File: src/rtl/rev_pkg.sv
package rev_pkg;
  localparam int SAMPLE_W      = 12;
  localparam int DEFAULT_DEPTH = 8;

  // Which stack is currently collecting forward samples
  typedef enum logic {
    BANK_0 = 1'b0,
    BANK_1 = 1'b1
  } bank_e;
endpackage

File: src/rtl/rev_ctrl.sv
module rev_ctrl
  import rev_pkg::*;
(
  input  logic  clk,
  input  logic  rst_n,
  input  logic  shift_en_n,
  input  logic  xfer,
  output logic  move,
  output bank_e collect
);
  logic  move_q, move_d;
  logic  xfer_q, xfer_d;
  bank_e coll_q, coll_d;
  logic  fall;

  always_comb begin
    fall   = xfer_q & ~xfer;
    move_d = ~shift_en_n;
    xfer_d = xfer;
    coll_d = coll_q;
    if (fall) coll_d = bank_e'(~coll_q);
  end

  always_ff @(posedge clk or negedge rst_n) begin
    if (!rst_n) begin
      move_q <= 1'b0;
      xfer_q <= 1'b1;
      coll_q <= BANK_0;
    end else begin
      move_q <= move_d;
      xfer_q <= xfer_d;
      coll_q <= coll_d;
    end
  end

  assign move    = move_q;
  assign collect = coll_q;

  // a role change is preceded by high-then-low on xfer
  assert_swap_on_fall_R4: assert property (@(posedge clk) disable iff (!rst_n)
    (coll_q != $past(coll_q)) |-> ($past(xfer_q) && !$past(xfer)));

  // xfer held low gives no further swap
  assert_no_swap_low_R5: assert property (@(posedge clk) disable iff (!rst_n)
    (!xfer_q && !xfer) |=> $stable(coll_q));

  // a high level or rising transition gives no swap
  assert_no_swap_high_R5: assert property (@(posedge clk) disable iff (!rst_n)
    xfer |=> $stable(coll_q));
endmodule

File: src/rtl/rev_lifo.sv
module rev_lifo #(
  parameter int DATA_W = 12,
  parameter int DEPTH  = 8
) (
  input  logic              clk,
  input  logic              rst_n,
  input  logic              push,
  input  logic              pop,
  input  logic [DATA_W-1:0] wdata,
  output logic [DATA_W-1:0] rdata,
  output logic              empty,
  output logic              full
);
  localparam int PTR_W = $clog2(DEPTH + 1);
  localparam int IDX_W = (DEPTH > 1) ? $clog2(DEPTH) : 1;

  logic [DATA_W-1:0] mem [DEPTH];
  logic [PTR_W-1:0]  ptr_q, ptr_d;
  logic              wr_en;
  logic [IDX_W-1:0]  wr_idx, rd_idx;

  assign empty  = (ptr_q == '0);
  assign full   = (ptr_q == PTR_W'(DEPTH));
  assign wr_idx = IDX_W'(ptr_q);
  assign rd_idx = IDX_W'(ptr_q - PTR_W'(1));
  assign rdata  = empty ? '0 : mem[rd_idx];

  always_comb begin
    wr_en = 1'b0;
    ptr_d = ptr_q;
    if (push && !full) begin
      wr_en = 1'b1;
      ptr_d = ptr_q + PTR_W'(1);
    end else if (pop && !empty) begin
      ptr_d = ptr_q - PTR_W'(1);
    end
  end

  always_ff @(posedge clk or negedge rst_n) begin
    if (!rst_n) ptr_q <= '0;
    else        ptr_q <= ptr_d;
  end

  always_ff @(posedge clk) begin
    if (wr_en) mem[wr_idx] <= wdata;
  end

  // push on full leaves the fill level unchanged
  assert_no_overflow_R9: assert property (@(posedge clk) disable iff (!rst_n)
    (push && full) |=> (ptr_q == PTR_W'(DEPTH)));

  // pop on empty keeps the stack empty
  assert_no_underflow_R8: assert property (@(posedge clk) disable iff (!rst_n)
    (pop && empty && !push) |=> empty);

  // the ports never ask one stack to push and pop at once
  assert_one_role_R3: assert property (@(posedge clk) disable iff (!rst_n)
    !(push && pop));
endmodule

File: src/rtl/sym_tap_reverser.sv
module sym_tap_reverser
  import rev_pkg::*;
#(
  parameter int DATA_W = SAMPLE_W,
  parameter int DEPTH  = DEFAULT_DEPTH
) (
  input  logic              clk,
  input  logic              rst_n,
  input  logic [DATA_W-1:0] din,
  input  logic              shift_en_n,
  input  logic              xfer,
  output logic [DATA_W-1:0] fwd_out,
  output logic [DATA_W-1:0] rev_out
);
  localparam int NBANK = 2;

  logic              move;
  bank_e             collect;
  logic [DATA_W-1:0] stk_rdata [NBANK];
  logic              stk_empty [NBANK];
  logic              stk_full  [NBANK];
  logic [DATA_W-1:0] fwd_q, fwd_d;
  logic [DATA_W-1:0] rev_q, rev_d;
  logic [DATA_W-1:0] pop_data;
  logic              pop_empty;

  rev_ctrl u_ctrl (
    .clk        (clk),
    .rst_n      (rst_n),
    .shift_en_n (shift_en_n),
    .xfer       (xfer),
    .move       (move),
    .collect    (collect)
  );

  for (genvar b = 0; b < NBANK; b++) begin : g_bank
    logic is_coll;
    assign is_coll = (collect == bank_e'(b));
    rev_lifo #(.DATA_W(DATA_W), .DEPTH(DEPTH)) u_lifo (
      .clk   (clk),
      .rst_n (rst_n),
      .push  (move & is_coll),
      .pop   (move & ~is_coll),
      .wdata (din),
      .rdata (stk_rdata[b]),
      .empty (stk_empty[b]),
      .full  (stk_full[b])
    );
  end

  always_comb begin
    pop_data  = (collect == BANK_0) ? stk_rdata[1] : stk_rdata[0];
    pop_empty = (collect == BANK_0) ? stk_empty[1] : stk_empty[0];
    fwd_d = fwd_q;
    rev_d = rev_q;
    if (move) begin
      fwd_d = din;
      rev_d = pop_data;
    end
  end

  always_ff @(posedge clk or negedge rst_n) begin
    if (!rst_n) begin
      fwd_q <= '0;
      rev_q <= '0;
    end else begin
      fwd_q <= fwd_d;
      rev_q <= rev_d;
    end
  end

  assign fwd_out = fwd_q;
  assign rev_out = rev_q;

  // idle edge holds both outputs
  assert_hold_idle_R7: assert property (@(posedge clk) disable iff (!rst_n)
    !move |=> ($stable(fwd_out) && $stable(rev_out)));

  // popping an empty stack yields zero
  assert_empty_zero_R8: assert property (@(posedge clk) disable iff (!rst_n)
    (move && pop_empty) |=> (rev_out == '0));

  // moving edge captures din on the forward path
  assert_fwd_load_R2: assert property (@(posedge clk) disable iff (!rst_n)
    move |=> (fwd_out == $past(din)));

  // stack 0 collects while reset is held
  assert_reset_bank_R1: assert property (@(posedge clk)
    !rst_n |-> (collect == BANK_0 && rev_out == '0 && fwd_out == '0));
endmodule

File: config.mk
export PLATFORM = sky130hd
export DESIGN_NAME = sym_tap_reverser
export DESIGN_NICKNAME = d
export VERILOG_FILES = /design/src/rtl/rev_pkg.sv /design/src/rtl/rev_ctrl.sv /design/src/rtl/rev_lifo.sv /design/src/rtl/sym_tap_reverser.sv
export SDC_FILE = /design/constraint.sdc
export NUM_CORES = 1
export LEC_CHECK = 0
export BUFFER_PORTS_ARGS = -buffer_cell sky130_fd_sc_hd__buf_2
export CORE_MARGIN = 2
export CORE_UTILIZATION = 60
export DETAILED_ROUTE_END_ITERATION = 10
export PLACE_DENSITY_LB_ADDON = 0.2
export SKIP_LAST_GASP = 1
export SLEW_MARGIN = 20
export SYNTH_ARGS = -nofsm -noshare
export SYNTH_HDL_FRONTEND = slang
export SYNTH_SLANG_ARGS = --single-unit
File: constraint.sdc
create_clock -name clk -period 6.37 [get_ports clk]
set_input_delay 1.274 -clock clk [delete_from_list [all_inputs] [get_ports clk]]
set_output_delay 1.274 -clock clk [all_outputs]
set_load 0.02 [all_outputs]
==> results of run 1 <==
[through the flow]
step                      worst slack [ns]  cells  instance area [um2]  power (mW)  utilization, %
after global routing                  2.97    716                10100        4.83            69.1
after CTS                             2.98    716                10000        4.64            68.8
after global placement                3.04    674                 9280        3.30            63.6
after detailed placement              2.94    674                 9290        3.34            63.7
final                                 3.24    716                10100        4.61            69.1
after floorplan                       3.90    477                 8970        3.01               -
[where the power goes]
group          switching, mW  internal (mW)  leakage, nW
registers              0.188           1.82         2.15
logic                  0.715          0.597        0.889
clock network          0.537          0.760        0.365
total                   1.44           3.17         3.41
[cell usage in the layout (no fill, tap or decap), types with 6 or more instances in the layout]
master,Yosys,layout
nand2_1,26,26
nand3_1,16,16
mux4_2,48,48
a22oi_1,14,14
inv_1,7,7
clkbuf_1,9,6
edfxtp_1,192,192
dfrtp_1,34,32
clkbuf_16,0,23
o21ai_0,6,6
nand4_1,14,14
nand2b_1,17,17
buf_2,14,39
nor2_2,0,7
mux2_2,12,12
[per-layer routing]
metal,part of all wire (%),vias up
li1,-,1972
met1,41,2302
met2,51,133
met3,5.4,25
met4,2.1,0
met5,0,-
[sequential cells by signal (all words and copies together) (netlist names)]
signal               count
fwd_out                 12
g_bank.u_lifo.mem      192
g_bank.u_lifo.ptr_q      8
rev_out                 12
u_ctrl.collect           1
u_ctrl.move              1
u_ctrl.xfer_q            1
[area by class of cell]
type	count	area, um2
clock buffers	33	653
clock inverters	9	90.1
fillers	940	4510
inverters	8	30.0
multi-input cells	212	2200
flip-flops and latches	227	6650
well taps	184	230
repair buffers	43	225
[worst paths after layout]
kind	start	end	slack, ns	cells past startpoint
max	g_bank[1].u_lifo.ptr_q[0]	rev_out[1]	3.24	5
min	fwd_out[5]	fwd_out[5]	0.50	1
max reg2reg	g_bank[1].u_lifo.ptr_q[0]	rev_out[1]	3.24	5
min reg2reg	fwd_out[5]	fwd_out[5]	0.50	1
max in group asynchronous	rst_n	g_bank[1].u_lifo.ptr_q[0]	4.87	1
min in group asynchronous	rst_n	g_bank[0].u_lifo.ptr_q[2]	0.89	1
[kinds of logic (layout without fill, tap and decap cells)]
family | after synthesis | in the layout | synth area share, %
AO/OA/AOI/OAI | 38 | 38 | 2.93
XOR/XNOR | 6 | 6 | 0.586
adder cells (fa/ha/maj) | 4 | 4 | 0.558
buffers and inverters | 38 | 93 | 2.34
flip-flops | 227 | 227 | 74.1
multiplexers | 60 | 60 | 13.6
AND/OR/NAND/NOR | 104 | 104 | 5.97
==> metrics.txt, run 1 <==
crit path cell chain=inv_1, ha_2, mux4_2, a22oi_1, nand4_1; Buffers on Ports=39; CTS Sinks=about 230; fmax=roughly 320 MHz; Worst Hold Slack=about 0.50 ns; Worst EP arrival=3.50 ns; Synth-to-Final Area Change=12.3%; top cells by count, synth=192 x edfxtp_1, 48 x mux4_2, 34 x dfrtp_1; Final TNS setup=0 ns; Critical Path Max Stage Delay=a little over 1 ns; status=finished, final reports clean; Least-Margin Pin Slew=~1.0 ns; Nets=535; CTS max path bufs=3; IO Count=40; global routing usage on met3=under 10%; CTS tree=yes; RSZ-0062 raised after global routing=false; Synth Area per Inst=roughly 19 um2; Synth Net Count=between 400 and 500; Residual DRC=0; die width=126 um; Post-CTS Setup Bufs=0; Rel. slew slack=between 20% and 30%; remaining global-route overflow=0; final hold vios=0; Worst path top cell family by delay=flip-flops; vias in the first global route=4,500; WS Path Type=register to register; Top FF cell, synth=edfxtp_1; Area contributors post-synth=edfxtp_1 64%, mux4_2 12%, dfrtp_1 9.5%, mux2_2 1.5%, nand2b_1 1.2%; area leader, netlist=edfxtp_1; Root Driver=clkbuf_16; GR Util All Layers=approximately 22%; CTS H-tree depth=1; CP Launch Type=register; YS warnings=0; area share of the largest cell type after synthesis=between 60% and 70%; Crit Path Max Fanout=32; Worst-Skew Late Latency=~0.51 ns; Pleak=~3.4 nW; die area=between 15,000 and 20,000 um2; gp weighted congestion=approximately 0.82; endpoints failing setup=0; Power Dens Cells=~460 nW/um2; Pre-Repair DR Iteration Count=4; Hold Path Class=register to register; Yosys reg bits=~230; Tmin final=between 3 and 4 ns; first-pass GRT wire length=26.4 mm; Die Ht=126 um; Post-Syn Area=roughly 9000 um2; 1st-iter DRT viols=306; CTS Hold Bufs=0; Starting Density=about three fifths; CP max-delay cell=dfrtp_2; distinct cell type count after synthesis=between 40 and 50; met1 Track Usage GR=a little under a third; drt total wl=roughly 17 mm; maxcap violations=0; gr busiest metal=met2; sequential area share after synthesis=about three quarters; HPWL Detailed=between 10 and 15 mm; largest net degree at the start of global routing=40; Post-synth EDFFs=about 190; PostCTS Resize Cnt=0; CP Capture Type=register; ys async rst share=15.4%; cell count after synthesis=around 480; VDD IR max=0.276 mV; ANT cells=0; CP bufs+invs=1; initial antenna violation count=0; clk slew on worst S/H paths=0.06 ns; met2 usage=a little over a third; WL/cell=roughly 23 um; row cnt=44; DR vias/cell=approximately 6.2; top-count cell post-synth=edfxtp_1; share of layout cells above drive strength 1=29.7%; CTS buffer count=23; clock skew=between 0.007 and 0.008 ns; period utilization=between 40% and 50%; Max Transition Viols Final=0; Via Count=4,432; antenna viol nets, final=0; WP data required=around 6.7 ns; core box area=14,600 um2
(Power assumes the default switching activity.)
==> run 2, diff against run 1 <==
clock period = 3.1 ns   (was 6.37 ns; I/O delays follow)
==> metrics.txt, run 2 (synthesis gave the netlist of run 1 again) <==
status=finished, final reports clean (unchanged); GR Util All Layers=25.0% (was 22.0%); Power Dens Cells=956 nW/um2 (was 458 nW/um2); CTS tree=yes (unchanged); Final TNS setup=0 ns (unchanged); ANT cells=0 (unchanged); final instance area=10,200 um2 (was 10,100 um2); Pleak=3.50 nW (was 3.41 nW); CTS buffer count=23 (unchanged); crit path cell chain=inv_1, ha_1, buf_4, mux4_2, a22oi_1, nand4_1 (was inv_1, ha_2, mux4_2, a22oi_1, nand4_1); fmax=425 MHz (was 320 MHz); maxcap violations=0 (unchanged); endpoints failing setup=0 (unchanged); most frequent cells in the layout=192 x edfxtp_1, 48 x mux4_2, 39 x buf_2, 32 x dfrtp_1, 26 x nand2_1 (unchanged); CP bufs+invs=2 (was 1); final hold vios=0 (unchanged); IO Count=40 (unchanged); WS Path Type=register to register (unchanged); Clk pwr share=28.4% (was 28.1%); core box area=14,600 um2 (unchanged); Pre-Repair DR Iteration Count=5 (was 4); power share of the combinational group=30.5% (was 28.5%); CTS Sinks=227 (unchanged); CTS Hold Bufs=0 (unchanged); VDD IR max=0.660 mV (was 0.276 mV); Residual DRC=0 (unchanged); Nets=554 (was 535); CP Capture Type=register (unchanged); largest net degree at the start of global routing=36 (was 40); CP Launch Type=register (unchanged); row cnt=44 (unchanged); clk slew on worst S/H paths=0.06 ns (about the same); R2R depth=6 (was 5); CTS max path bufs=3 (unchanged); vias in the first global route=4,786 (was 4,500); initial antenna violation count=2 (was 0); Buffers on Ports=39 (unchanged); 1st-iter DRT viols=452 (was 306); Root Driver=clkbuf_16 (unchanged); Critical Path Max Stage Delay=0.57 ns (was 1.03 ns); die width=126 um (unchanged); die area=15,900 um2 (unchanged); Starting Density=61.5% (unchanged); sequential power share=41.1% (was 43.4%); WL/cell=25.9 um (was 23.4 um); RSZ-0062 raised after global routing=false (unchanged); Hold EP=u_ctrl.xfer_q (was fwd_out[5]); Tmin final=2.35 ns (was 3.13 ns); PostCTS Resize Cnt=0 (unchanged); Hold Path Class=primary input to register (was register to register); CTS H-tree depth=1 (unchanged); Least-Margin Pin Slew=0.909 ns (was 1.05 ns); WP data required=3.49 ns (was 6.74 ns); Synth-to-Final Area Change=13.5% (was 12.3%); sw frac=31.8% (was 31.2%); HPWL Detailed=12.2 mm (was 10.4 mm); RR Startpoint=g_bank[0].u_lifo.ptr_q[1] (was g_bank[1].u_lifo.ptr_q[0]); gp weighted congestion=0.914 (was 0.823); DR vias/cell=6.36 (was 6.19); R2R setup slack=0.75 ns (was 3.24 ns); drt total wl=19.0 mm (was 16.8 mm); hold path depth=1 (unchanged); hold path start=xfer (was fwd_out[5]); Via Count=4,678 (was 4,432); first-pass GRT wire length=29.4 mm (was 26.4 mm); Rel. slew slack=39.4% (was 29.6%); Worst EP arrival=2.75 ns (was 3.50 ns); Worst path top cell family by delay=flip-flops (unchanged); register name with the most flops=g_bank.u_lifo.mem (unchanged); antenna viol nets, final=0 (unchanged); period utilization=75.8% (was 49.1%); Placement Cell Area=9420 um2 (was 9290 um2); Layout Cells excl Fill=735 (was 716); dpl cells=693 (was 674); Worst-Skew Late Latency=0.52 ns (was 0.51 ns); Post-CTS Setup Bufs=0 (unchanged); Crit Path Max Fanout=24 (was 32); share of layout cells above drive strength 1=30.5% (was 29.7%); max reg flops=192 (unchanged); clock skew=0.0169 ns (was 0.00742 ns); CP max-delay cell=dfrtp_1 (was dfrtp_2); most common cell after layout, fill and taps aside=edfxtp_1 (unchanged); Max Transition Viols Final=0 (unchanged); Die Ht=126 um (unchanged); Crit Reg-Reg Endpoint=rev_out[2] (was rev_out[1]); internal power=6.63 mW (was 3.17 mW); remaining global-route overflow=0 (unchanged); power dissipated by switching net loads=3.10 mW (was 1.44 mW)
==> run 2: cell types whose count changed in the layout (fill, tap and decap cells not counted), moves of 2 or more <==
cell       change
buf_4         +19
bufinv_16      +2
clkbuf_1       -4
clkbuf_8       -4
clkinv_1       +4
clkinv_2       +2
nor2_1         +7
nor2_2         -7
nor3_2         +5
nor3_4         -5
==> run 2: layer usage <==
| layer | global-route usage, % | vias to the layer above | wire length (um) |
|---|---|---|---|
| li1 | - | 2018 | - |
| met1 | 34.1 | 2445 | 7560 |
| met2 | 42.6 | 185 | 9970 |
| met3 | 4.67 | 30 | 1110 |
| met4 | 6.46 | 0 | 383 |
| met5 | 0 | - | 0 |
==> run 2: power groups by stage <==
stage               clock network (mW)  registers, mW  logic, mW
CTS                               2.80           3.99       3.01
floorplan                            0           4.01       2.17
detailed placement                   0           4.05       2.99
global placement                     0           4.03       2.94
finish                            2.76           4.00       2.97
global route                      2.92           4.03       3.20
==> run 2: layout make-up <==
| type | instances | area [um2] |
|---|---|---|
| Clock inverter | 17 | 175 |
| Inverter | 8 | 30.0 |
| Timing Repair Buffer | 62 | 368 |
| Tap cell | 184 | 230 |
| Fill cell | 898 | 4410 |
| Sequential cell | 227 | 6650 |
| Clock buffer | 25 | 583 |
| Multi-Input combinational cell | 212 | 2150 |
==> run 2: worst max-delay path by stage <==
stage | cells past startpoint | start | slack, ns | to
floorplan | 7 | g_bank[0].u_lifo.ptr_q[0] | 0.63 | g_bank[0].u_lifo.mem[0][0]
global placement | 6 | g_bank[0].u_lifo.ptr_q[1] | 0.87 | rev_out[1]
detailed placement | 6 | g_bank[0].u_lifo.ptr_q[1] | 0.81 | rev_out[2]
CTS | 6 | g_bank[0].u_lifo.ptr_q[1] | 0.80 | rev_out[2]
global route | 6 | g_bank[0].u_lifo.ptr_q[1] | 0.68 | rev_out[4]
finish | 6 | g_bank[0].u_lifo.ptr_q[1] | 0.75 | rev_out[2]
==> run 2: stage by stage <==
stage / utilization [%] / total power, mW / setup WS (ns) / hold WS, ns
after floorplan: - / 6.18 / 0.626 / 0.324
after global placement: 64.6 / 6.96 / 0.872 / 0.471
after detailed placement: 64.6 / 7.05 / 0.805 / 0.481
after CTS: 69.8 / 9.80 / 0.800 / 0.200
after global routing: 69.8 / 10.2 / 0.682 / 0.201
final: 69.8 / 9.73 / 0.750 / 0.212
==> run 3, diff against run 2 <==
ABC_AREA = 1   (was unset)
clock period = 2.4 ns   (was 3.1 ns; I/O delays follow)
==> metrics.txt, run 3 <==
Area contributors post-synth=edfxtp_1 59%, nand2_1 10%, dfrtp_1 8.7%, nand3_1 7.0%, inv_1 4.2% (was edfxtp_1 64%, mux4_2 12%, dfrtp_1 9.5%, mux2_2 1.5%, nand2b_1 1.2%); die area=17,300 um2 (was 15,900 um2); Placement Cell Area=10,200 um2 (was 9420 um2); Root Driver=clkbuf_16 (unchanged); clock skew=0.0144 ns (was 0.0169 ns); Critical Path Max Stage Delay=0.39 ns (was 0.57 ns); CTS Hold Bufs=0 (unchanged); CTS max path bufs=3 (unchanged); Residual DRC=0 (unchanged); Top Layer Used=met4 (unchanged); Post-synth EDFFs=192 (unchanged); vias in the first global route=6,280 (was 4,786); Nets=1,002 (was 554); CP Launch Type=register (unchanged); initial antenna violation count=0 (was 2); CTS buffer count=23 (unchanged); IO Count=40 (unchanged); Top FF cell, synth=edfxtp_1 (unchanged); ys async rst share=15.4% (unchanged); first-pass GRT wire length=34.9 mm (was 29.4 mm); share of layout cells above drive strength 1=11.0% (was 30.5%); Worst-Skew Late Latency=0.51 ns (was 0.52 ns); CTS Sinks=227 (unchanged); RSZ-0062 raised after global routing=false (unchanged); Post-Syn Area=9760 um2 (was 8970 um2); WP data required=2.61 ns (was 3.49 ns); final hold vios=0 (unchanged); most frequent cells in the layout=268 x nand2_1, 192 x edfxtp_1, 136 x nand3_1, 109 x inv_1, 90 x nor2_1 (was 192 x edfxtp_1, 48 x mux4_2, 39 x buf_2, 32 x dfrtp_1, 26 x nand2_1); GR Util All Layers=26.7% (was 25.0%); maxcap violations=0 (unchanged); register name with the most flops=g_bank.u_lifo.mem (unchanged); antenna viol nets, final=0 (unchanged); Starting Density=61.5% (about the same); CP max-delay cell=dfrtp_1 (unchanged); clk slew on worst S/H paths=0.06 ns (about the same); area leader, netlist=edfxtp_1 (unchanged); PostCTS Resize Cnt=0 (unchanged); Design Power=13.8 mW (was 9.73 mW); DR vias/cell=5.38 (was 6.36); sequential area share after synthesis=68.0% (was 74.1%); WS Path Type=register to register (unchanged); Worst EP arrival=2.30 ns (was 2.75 ns); Post-CTS Setup Bufs=0 (unchanged); Tmin final=2.09 ns (was 2.35 ns); Worst path top cell family by delay=simple AND/OR/NAND/NOR gates (was flip-flops); final instance area=10,900 um2 (was 10,200 um2); Layout Cells excl Fill=1,213 (was 735); dpl cells=1,173 (was 693); Buffers on Ports=39 (unchanged); ANT cells=0 (unchanged); Pleak=4.65 nW (was 3.50 nW); top cells by count, synth=268 x nand2_1, 192 x edfxtp_1, 136 x nand3_1 (was 192 x edfxtp_1, 48 x mux4_2, 34 x dfrtp_1); distinct cell type count after synthesis=24 (was 42); largest net degree at the start of global routing=53 (was 36); Die Ht=132 um (was 126 um); fmax=478 MHz (was 425 MHz); Max Transition Viols Final=0 (unchanged); VDD IR max=0.871 mV (was 0.660 mV); CTS H-tree depth=1 (unchanged); Least-Margin Pin Slew=0.882 ns (was 0.909 ns); pre-CTS WS=0.339 ns (was 0.805 ns); top-count cell post-synth=nand2_1 (was edfxtp_1); HPWL Detailed=14.0 mm (was 12.2 mm); CP bufs+invs=3 (was 2); Final TNS setup=0 ns (unchanged); row cnt=46 (was 44); CTS tree=yes (unchanged); area share of the largest cell type after synthesis=59.1% (was 64.3%); status=finished, final reports clean (unchanged); die width=132 um (was 126 um); Power Dens Cells=1270 nW/um2 (was 956 nW/um2); core box area=15,900 um2 (was 14,600 um2); YS warnings=0 (unchanged); Synth Area per Inst=10.4 um2 (was 18.8 um2); CP Capture Type=register (unchanged); most common cell after layout, fill and taps aside=nand2_1 (was edfxtp_1); Rel. slew slack=41.2% (was 39.4%); final worst setup slack=0.308 ns (was 0.750 ns); drt total wl=22.7 mm (was 19.0 mm); DR WL met2=10.7 mm (was 9.97 mm); remaining global-route overflow=0 (unchanged); endpoints failing setup=0 (unchanged); Via Count=6,528 (was 4,678); met3 WL=1.62 mm (was 1.11 mm); Routed met1 length=9.60 mm (was 7.56 mm); Crit Path Max Fanout=9 (was 24); Yosys reg bits=227 (unchanged); WL/cell=18.7 um (was 25.9 um); fill cell total of the finished layout=1,198 (was 898); cell count after synthesis=936 (was 477); 1st-iter DRT viols=857 (was 452); crit path cell chain=inv_1, ha_1, nand3_1, nand2_1, inv_1, nand2_1, nor2_1, buf_4 (was inv_1, ha_1, buf_4, mux4_2, a22oi_1, nand4_1); Synth Net Count=956 (was 497); gp weighted congestion=0.900 (was 0.914); Pre-Repair DR Iteration Count=5 (unchanged); max reg flops=192 (unchanged); Hold Path Class=primary input to register (unchanged); Synth-to-Final Area Change=11.6% (was 13.5%); period utilization=87.2% (was 75.8%)
## run 3: changes by cell type after synthesis, sizes merged, moves of 12 or more
cell	delta
nand4	-14
inv	+107
or2	+36
nand3	+120
nand2	+242
a22oi	-14
mux4	-48
nand2b	-17
mux2	-12
buf	+13
nor2	+79
## run 3: routing by layer
| metal | vias to the layer above | GRT usage (%) |
|---|---|---|
| met5 | - | 0 |
| met4 | 0 | 9.24 |
| met3 | 53 | 3.47 |
| met2 | 274 | 42.6 |
| met1 | 3083 | 38.4 |
| li1 | 3118 | - |
## run 3: logic make-up after synthesis
logic type | synth area share [%]
AND/OR/NAND/NOR | 23.2
flip-flops | 68.0
buffers and inverters | 6.90
XOR/XNOR | 0.961
AO/OA/AOI/OAI | 0.397
adder cells (fa/ha/maj) | 0.513
## run 3: area by class of cell
type | count | area (um2) | share of cell area (%)
inverters | 115 | 432 | 3.96
multi-input cells | 550 | 2450 | 22.5
repair buffers | 65 | 403 | 3.70
flip-flops and latches | 227 | 6640 | 61.0
clock buffers | 32 | 639 | 5.87
clock inverters | 8 | 62.6 | 0.574
well taps | 216 | 270 | 2.48
## run 3: power breakdown
part,switching [mW],internal [mW]
logic,3.74,1.71
registers,0.240,4.81
clock network,1.40,1.95
## run 3: worst paths after layout
path                       cells past startpoint  slack, ns                 startpoint                          to
setup / recovery                               8       0.31  g_bank[1].u_lifo.ptr_q[1]  g_bank[1].u_lifo.mem[2][2]
hold reg to reg                                2       0.46                fwd_out[11]                 fwd_out[11]
min in group asynchronous                      1       0.09                      rst_n                  fwd_out[7]
max in group asynchronous                      1       1.75                      rst_n                  rev_out[4]
setup reg to reg                               8       0.31  g_bank[1].u_lifo.ptr_q[1]  g_bank[1].u_lifo.mem[2][2]
hold / removal                                 1       0.08                       xfer               u_ctrl.xfer_q
## run 3: per-stage QoR
step / utilization (%) / hold slack (ns)
global placement: 64.2 / 0.451
CTS: 68.6 / 0.0715
floorplan: - / 0.184
detailed placement: 64.2 / 0.454
finish: 68.6 / 0.0846
global route: 68.6 / 0.0794
